[config.mk]
export PLATFORM = sky130hd
export DESIGN_NAME = ring_hop
export DESIGN_NICKNAME = d
export VERILOG_FILES = /design/src/rtl/ring_hop_pkg.sv /design/src/rtl/ring_hop_fwd.sv /design/src/rtl/ring_hop_inject.sv /design/src/rtl/ring_hop_out.sv /design/src/rtl/ring_hop.sv
export SDC_FILE = /design/constraint.sdc
export NUM_CORES = 1
export LEC_CHECK = 0
export BUFFER_PORTS_ARGS = -buffer_cell sky130_fd_sc_hd__buf_2
export CAP_MARGIN = 20
export CORE_AREA = 2 2 252 254
export DETAILED_ROUTE_END_ITERATION = 7
export DIE_AREA = 0 0 254 256
export GPL_TIMING_DRIVEN = 0
export REMOVE_ABC_BUFFERS = 1
export SETUP_SLACK_MARGIN = 0.5
export SLEW_MARGIN = 5
export SYNTH_ARGS = -nofsm -noshare
export SYNTH_HDL_FRONTEND = slang
export SYNTH_HIERARCHICAL = 1
export SYNTH_SLANG_ARGS = --single-unit
[constraint.sdc]
create_clock -name clk -period 6.55 [get_ports clk]
set_clock_uncertainty 0.05 [all_clocks]
set_input_delay 0.655 -clock clk [delete_from_list [all_inputs] [get_ports clk]]
set_output_delay 0.655 -clock clk [all_outputs]
set_load 0.005 [all_outputs]
[src/rtl/ring_hop_pkg.sv]
package ring_hop_pkg;
  localparam int TTL_W  = 4;
  localparam int TAG_W  = 13;
  localparam int IDX_W  = 12;
  localparam int LINE_W = 128;
  localparam int FLAG_W = 3;
  localparam int PKT_W  = TTL_W + FLAG_W + TAG_W + IDX_W + LINE_W;

  typedef struct packed {
    logic [TTL_W-1:0]  hops;
    logic              rd;
    logic              inv;
    logic              rep;
    logic [TAG_W-1:0]  tag;
    logic [IDX_W-1:0]  idx;
    logic [LINE_W-1:0] line;
  } pkt_t;
endpackage

[src/rtl/ring_hop_fwd.sv]
module ring_hop_fwd
  import ring_hop_pkg::*;
(
  input  logic clk,
  input  logic rst_n,
  input  pkt_t in_pkt,
  input  logic in_fire,
  input  logic drain,
  output pkt_t hold_pkt,
  output logic hold_full,
  output pkt_t lh_pkt,
  output logic lh_valid
);
  logic expired;
  pkt_t dec_pkt;

  // A hop count of zero means the packet has come all the way round.
  assign expired = (in_pkt.hops == '0);

  always_comb begin
    dec_pkt      = in_pkt;
    dec_pkt.hops = in_pkt.hops - TTL_W'(1);
  end

  always_ff @(posedge clk) begin
    if (!rst_n) begin
      hold_full <= 1'b0;
      hold_pkt  <= '0;
      lh_pkt    <= '0;
      lh_valid  <= 1'b0;
    end else begin
      lh_valid <= in_fire && expired;
      if (in_fire && expired) lh_pkt <= in_pkt;
      if (in_fire && !expired) begin
        hold_pkt  <= dec_pkt;
        hold_full <= 1'b1;
      end else if (drain) begin
        hold_full <= 1'b0;
      end
    end
  end
endmodule

[src/rtl/ring_hop_inject.sv]
module ring_hop_inject
  import ring_hop_pkg::*;
#(
  parameter int START_TTL = 3
) (
  input  logic              rd,
  input  logic              inv,
  input  logic              rep,
  input  logic [TAG_W-1:0]  tag,
  input  logic [IDX_W-1:0]  idx,
  input  logic [LINE_W-1:0] line,
  output pkt_t              pkt
);
  always_comb begin
    pkt.hops = TTL_W'(START_TTL);
    pkt.rd   = rd;
    pkt.inv  = inv;
    pkt.rep  = rep;
    pkt.tag  = tag;
    pkt.idx  = idx;
    pkt.line = line;
  end
endmodule

[src/rtl/ring_hop_out.sv]
module ring_hop_out
  import ring_hop_pkg::*;
(
  input  logic clk,
  input  logic rst_n,
  input  logic fwd_full,
  input  pkt_t fwd_pkt,
  input  logic loc_req,
  input  pkt_t loc_pkt,
  input  logic ready,
  output pkt_t pkt,
  output logic valid,
  output logic fwd_take,
  output logic stall
);
  logic slot_free;
  logic loc_take;

  assign slot_free = !valid || ready;
  assign fwd_take  = fwd_full && slot_free;
  assign loc_take  = loc_req && slot_free && !fwd_full;
  assign stall     = fwd_full || !slot_free;

  always_ff @(posedge clk) begin
    if (!rst_n) begin
      valid <= 1'b0;
      pkt   <= '0;
    end else if (fwd_take) begin
      pkt   <= fwd_pkt;
      valid <= 1'b1;
    end else if (loc_take) begin
      pkt   <= loc_pkt;
      valid <= 1'b1;
    end else if (ready) begin
      valid <= 1'b0;
    end
  end
endmodule

[src/rtl/ring_hop.sv]
module ring_hop
  import ring_hop_pkg::*;
#(
  parameter int START_TTL = 3
) (
  input  logic              clk,
  input  logic              rst_n,
  input  logic [PKT_W-1:0]  in_data,
  input  logic              in_valid,
  output logic              in_ready,
  output logic [PKT_W-1:0]  out_data,
  output logic              out_valid,
  input  logic              out_ready,
  input  logic              send,
  input  logic              send_read,
  input  logic              send_inval,
  input  logic              set_reply,
  input  logic [TAG_W-1:0]  core_tag,
  input  logic [IDX_W-1:0]  core_index,
  input  logic [LINE_W-1:0] core_line,
  output logic              out_stall,
  output logic [PKT_W-1:0]  last_hop_data,
  output logic              last_hop_valid
);
  pkt_t fwd_pkt, loc_pkt, out_pkt, lh_pkt;
  logic fwd_full, fwd_take, in_fire;

  assign in_ready = !fwd_full || fwd_take;
  assign in_fire  = in_valid && in_ready;

  ring_hop_fwd u_fwd (
    .clk(clk), .rst_n(rst_n), .in_pkt(pkt_t'(in_data)), .in_fire(in_fire),
    .drain(fwd_take), .hold_pkt(fwd_pkt), .hold_full(fwd_full),
    .lh_pkt(lh_pkt), .lh_valid(last_hop_valid)
  );

  ring_hop_inject #(.START_TTL(START_TTL)) u_inj (
    .rd(send_read), .inv(send_inval), .rep(set_reply), .tag(core_tag),
    .idx(core_index), .line(core_line), .pkt(loc_pkt)
  );

  ring_hop_out u_out (
    .clk(clk), .rst_n(rst_n), .fwd_full(fwd_full), .fwd_pkt(fwd_pkt),
    .loc_req(send), .loc_pkt(loc_pkt), .ready(out_ready), .pkt(out_pkt),
    .valid(out_valid), .fwd_take(fwd_take), .stall(out_stall)
  );

  assign out_data      = out_pkt;
  assign last_hop_data = lh_pkt;
endmodule

==> results of run 1 <==
## per-stage QoR
| step | std cells | total power (µW) | util |
|---|---|---|---|
| floorplan | 2106 | 3880 | - |
| global placement | 3596 | 4490 | 0.374 |
| detailed placement | 3637 | 4360 | 0.388 |
| CTS | 3735 | 7460 | 0.417 |
| global route | 3738 | 7690 | 0.417 |
| finish | 3743 | 7360 | 0.417 |
## flip-flops by register name, summed over array words and instances (netlist names)
signal and count:
u_out/valid 1, u_out/pkt 160, u_fwd/hold_pkt 160, u_fwd/lh_pkt 160
u_fwd/lh_valid 1, u_fwd/hold_full 1
## logic make-up after synthesis
family,synth area share
buffers and inverters,0.116
and+or+nand+nor,0.199
xor gates and xnor gates,0.000813
muxes,0.0725
other,0.000349
AOI/OAI and AO/OA,0.161
adders and majority gates,0.000581
DFF,0.449
## routing by layer
| metal | share of wire | vias up |
|---|---|---|
| met5 | 0.0012 | - |
| met4 | 0.023 | 12 |
| met3 | 0.080 | 94 |
| met2 | 0.48 | 494 |
| met1 | 0.42 | 8316 |
| li1 | - | 9035 |
## report_power, final
part / switching [µW] / total [µW] / leakage [µW] / internal [µW]
Sequential: 105 / 3240 / 0.00396 / 3140
Clock: 1220 / 3060 / 0.000890 / 1840
Combinational: 566 / 1050 / 0.00675 / 484
## layout make-up
class | instances | area [µm²]
clock buffer | 83 | 1610
antenna | 8 | 20.0
sequential | 483 | 9670
multi-input combinational | 1615 | 9400
tap | 846 | 1060
inverter | 8 | 30.0
timing repair buffer | 685 | 4040
clock inverter | 15 | 186
fill | 6421 | 36400
## Yosys cell counts (61+ instances only)
library cell / count / area share
nor2b_1: 157 / 0.046
dfxtp_1: 483 / 0.45
buf_2: 61 / 0.014
buf_4: 186 / 0.065
nor2_1: 158 / 0.028
a21oi_1: 162 / 0.038
o221a_1: 118 / 0.062
nand2_1: 471 / 0.082
nand3_1: 161 / 0.037
mux2i_1: 156 / 0.072
o21ai_0: 161 / 0.037
clkbuf_1: 103 / 0.018
## critical path: stages, from the launching register on
cell and delay, ps:
dfxtp_1 330, nor2b_4 240, buf_12 220, buf_12 180, nor2b_1 150, nand2b_4 150, and2_4 200, nor4bb_4 490
buf_6 260, buf_8 180, buf_6 200, buf_6 200, buf_8 170, buf_6 190, buf_6 170, nand3_1 140
o21ai_0 120
## final timing paths
| check | end | startpoint | cells after the start | slack (ps) |
|---|---|---|---|---|
| max reg2reg | u_fwd/lh_pkt[125] | u_out/valid | 16 | 2760 |
| max | u_fwd/lh_pkt[125] | u_out/valid | 16 | 2760 |
| min | u_fwd/lh_pkt[77] | in_data[77] | 3 | 260 |
| min reg2reg | u_fwd/lh_pkt[20] | u_fwd/lh_pkt[20] | 2 | 400 |
==> flow_summary.yaml, run 1 <==
final_layout:
  final_common_cell: "buf_2"
  layout_common_cells: "buf_2 (642), dfxtp_1 (482), nand2_1 (471)"
  area_delta_synth_final_pct: 20.8
  stdcell_area_um2: 26000
  drive_gt1_frac: 0.283
  nets: 3169
floorplanning:
  dieArea_um2: 65000
  fp.dieH_um: 256
  num_rows: 92
  die-width_um: 254
  start_util: 0.345
  core_area_um2: 62400
  ios: 645
global_routing:
  met1_usage: 0.215
  grt.busiest_layer: "met2"
  grt_max_degree: 166
  grt_antenna_before_repair: 13
  grt_pass1_wl_um: 94700
  gr-usage-met2: 0.307
  grt_pass1_vias: 16700
  grtUsageTotal: 0.180
  grt_use_met3: 0.0560
  grt.overflow.total: 0
logic_synthesis:
  async_flop_share: 0
  synth.distinct_cells: 39
  ys.warnings.count: 6
  synth-seq-cells: 483
  netlist_area_um2: 21500
  seq_area_frac_synth: 0.449
  syn_area_per_cell_um2: 8.63
  synthFlopType: "dfxtp_1"
  synth_edf_count: 0
  syn-instance-count: 2495
hold_path:
  hp-class: "primary input to register"
sta:
  fin_ws_ps: 2760
  max-slew-margin-rel: 0.457
  setup_violations: 0
  hold_ws_ps: 255
  period_needed_ps: 3790
  fmax_ghz: 0.264
  report.final.slew_viol_count: 0
  rsz0062_at_grt: "no"
  fin_crit_sh: 0.579
  final.setup.tns_ps: 0
  tightest_slew_ps: 815
  hold_viol: 0
place:
  portBuffers: 644
  gp_congestion: 0.762
  pre_cts_ws_ps: 2350
  post_dp_cell_area_um2: 24200
  dp_hpwl_um: 41700
status:
  status: "finished, final reports clean"
detailed_routing:
  finalWirelength_um: 61600
  detail_route.wl_per_cell_um: 16.5
  first_pass_iters: 5
  vias: 18000
  viasPerCell: 4.80
  drc: 0
  initialDrtViolationCount: 1191
  ant_nets: 0
cts:
  htree_num_levels: 2
  cts_hold_buf: 0
  cts_tree: "done"
  clkTransAtPathRegs_ps: 60
  clk_latency_ps: 580
  clk_path_buf_depth: 3
  cts_resized: 0
  clkSinkCount: 483
  postCtsSetupRepairBufs: 0
  root_buffer: "clkbuf_16"
  numCtsBuffers: 54
flow_run:
  maxCapViolations: 0
power_and_ir_drop:
  ir_worst_vdd_v: 0.000207
  power.density_nw_per_um2: 283
  leakage_uw: 0.0116
worst_setup_path:
  cp_max_fo: 32
  startpoint_type: "register"
  cp.required_ps: 7010
  crit_type: "register to register"
  crit_arrival_ps: 4260
  end_kind: "register"
Power figures use the tool's default switching activity.
==> run 2: changes to the inputs <==
--- a/config.mk
+++ b/config.mk
@@ -5,11 +5,12 @@
 export SDC_FILE = /design/constraint.sdc
 export NUM_CORES = 1
 export LEC_CHECK = 0
+export ABC_AREA = 1
 export BUFFER_PORTS_ARGS = -buffer_cell sky130_fd_sc_hd__buf_2
 export CAP_MARGIN = 20
-export CORE_AREA = 2 2 252 254
+export CORE_AREA = 2 2 254 256
 export DETAILED_ROUTE_END_ITERATION = 7
-export DIE_AREA = 0 0 254 256
+export DIE_AREA = 0 0 256 258
 export GPL_TIMING_DRIVEN = 0
 export REMOVE_ABC_BUFFERS = 1
 export SETUP_SLACK_MARGIN = 0.5
==> constraint.sdc (replaced) <==
create_clock -name clk -period 3.3 [get_ports clk]
set_clock_uncertainty 0.05 [all_clocks]
set_input_delay 0.33 -clock clk [delete_from_list [all_inputs] [get_ports clk]]
set_output_delay 0.33 -clock clk [all_outputs]
set_load 0.005 [all_outputs]
==> flow_summary.yaml, run 2 <==
status:
  status: "finished, final reports clean"
sta:
  final.setup.tns_ps: 0
  fin_ws_ps: 636
  fmax_ghz: 0.375
  hold_viol: 0
  tightest_slew_ps: 895
  setup_violations: 0
  fin_crit_sh: 0.807
  report.final.slew_viol_count: 0
  period_needed_ps: 2660
  rsz0062_at_grt: "no"
  max-slew-margin-rel: 0.402
floorplanning:
  dieArea_um2: 66000
  core_area_um2: 63600
  ios: 645
  fp.dieH_um: 258
  die-width_um: 256
  num_rows: 93
  start_util: 0.353
logic_synthesis:
  synth_top_area_cell: "dfxtp_1"
  yosys-top-cells-area: "dfxtp_1 (43%), nand2_1 (11%), nand3_1 (7.3%)"
  async_flop_share: 0
  synth-seq-cells: 483
  ys_top_cells_by_count: "nand2_1 (648), dfxtp_1 (483), inv_1 (332), nand3_1 (327), nor2_1 (323)"
  synth.distinct_cells: 21
  syn-instance-count: 3182
  netlist_area_um2: 22500
  syn_area_per_cell_um2: 7.07
  ys.warnings.count: 6
  yosysMostFrequentCell: "nand2_1"
  synthFlopType: "dfxtp_1"
  seq_area_frac_synth: 0.430
  yosysTopAreaCellShare: 0.430
  synth_edf_count: 0
worst_setup_path:
  rr_worst_depth: 13
  crit_arrival_ps: 3120
  cp.required_ps: 3760
  cp_max_fo: 35
  end_kind: "register"
  crit_type: "register to register"
  startpoint_type: "register"
  rrSetupSlack_ps: 640
final_layout:
  drive_gt1_frac: 0.215
  largestRegisters: "u_fwd/hold_pkt (160), u_fwd/lh_pkt (160), u_out/pkt (160)"
  final_common_cell: "nand2_1"
  nets: 4100
  fillCellCount: 6469
  layout_common_cells: "nand2_1 (646), buf_2 (643), dfxtp_1 (481)"
  stdcell_count: 4677
  area_delta_synth_final_pct: 33.8
detailed_routing:
  finalWirelength_um: 84000
  drc: 0
  vias: 23100
  ant_nets: 0
  first_pass_iters: 6
  detail_route.wl_per_cell_um: 18.0
  initialDrtViolationCount: 1640
  viasPerCell: 4.95
global_routing:
  grt_pass1_wl_um: 128000
  grt_pass1_vias: 22200
  grtUsageTotal: 0.241
  grt_max_degree: 89
  grt_antenna_before_repair: 9
  grt.overflow.total: 0
cts:
  numCtsBuffers: 56
  clk_path_buf_depth: 3
  cts_tree: "done"
  root_buffer: "clkbuf_16"
  clk_latency_ps: 590
  htree_num_levels: 2
  clkTransAtPathRegs_ps: 60
  clkSinkCount: 483
power_and_ir_drop:
  ir_worst_vdd_v: 0.000430
  leakage_uw: 0.0141
  finalPower_uw: 15300
  power.density_nw_per_um2: 510
place:
  place_inst: 4301
  portBuffers: 644
  gp_congestion: 0.832
  dp_hpwl_um: 49300
  pre_cts_ws_ps: -1490
hold_path:
  hp-class: "primary input to register"
  holdPathStages: 5
flow_run:
  maxCapViolations: 0
==> run 2: cell count changes after synthesis, sizes merged, moves of 3 or more <==
cell | previous run | this run
nand3b | 0 | 156
a21oi | 162 | 319
inv | 8 | 335
nand3 | 161 | 327
nor2 | 160 | 326
nor2b | 158 | 0
buf | 287 | 313
o21ai | 161 | 0
clkbuf | 104 | 107
mux2i | 156 | 0
nand4 | 0 | 160
o221a | 158 | 0
nand2 | 471 | 651
==> run 2: final timing paths <==
kind                                           to         startpoint
worst max-delay path             u_fwd/lh_pkt[19]        u_out/valid
worst min register to register  u_fwd/lh_pkt[159]  u_fwd/lh_pkt[159]
worst max register to register   u_fwd/lh_pkt[19]        u_out/valid
worst min-delay path                 u_out/pkt[9]       core_line[9]
==> run 2: through the flow <==
stage | area (µm²) | utilization | hold slack [ps]
after CTS | 29900 | 0.470 | 0.228
after global routing | 30100 | 0.473 | 21.9
final | 30100 | 0.473 | 33.8
after detailed placement | 25400 | 0.399 | 395
after floorplan | 20100 | - | 378
after global placement | 24400 | 0.383 | 391
==> run 2: per-layer routing <==
metal  wire [µm]  vias to the layer above  track usage
li1            -                    11200            -
met1       34300                    10800        0.296
met2       40600                      937        0.415
met3        5860                      190       0.0442
met4        3170                        4       0.0980
met5          22                        -            0
==> run 2: area by class of cell <==
| type | instances | area (µm²) | share of cell area |
|---|---|---|---|
| Antenna cell | 6 | 15.0 | 0.000499 |
| Clock buffer | 84 | 1700 | 0.0564 |
| Clock inverter | 12 | 95.1 | 0.00316 |
| Inverter | 336 | 1290 | 0.0427 |
| Multi-Input combinational cell | 1950 | 9290 | 0.309 |
| Sequential cell | 483 | 9670 | 0.322 |
| Tap cell | 855 | 1070 | 0.0356 |
| Timing Repair Buffer | 951 | 6960 | 0.231 |
==> run 2: kinds of logic (layout without fill, tap and decap cells) <==
group                      Yosys count  after routing  share of synthesized area
adders and majority gates            1              1                   0.000556
AOI/OAI and AO/OA                  319            319                     0.0712
buffers and inverters              756           1383                      0.164
and+or+nand+nor                   1621           1626                      0.334
DFF                                483            483                      0.430
other                                2             10                   0.000334
==> run 2: critical path, stage by stage (launching register included) <==
cell,delay (ps)
dfxtp_2,380
nand2_8,120
buf_16,120
nand2_8,50
buf_16,170
inv_1,90
inv_1,80
a21oi_4,220
buf_12,150
buf_4,230
buf_12,220
buf_12,210
nand4_1,210
a21oi_1,190
==> run 2: power by group <==
part	leakage, µW	internal, µW	switching [µW]
registers	0.00396	6240	193
logic	0.00928	1190	1640
clock network	0.000891	3590	2490
==> run 2: what timing repair did <==
item                                   in CTS  in global routing
resized for setup                           8                  4
buffers inserted                            8                 14
gates cloned                                9                  1
setup endpoints to repair                 323                135
pin swaps                                   3                  4
hold buffers                              242                  0
endpoints found under the hold margin     300                  0
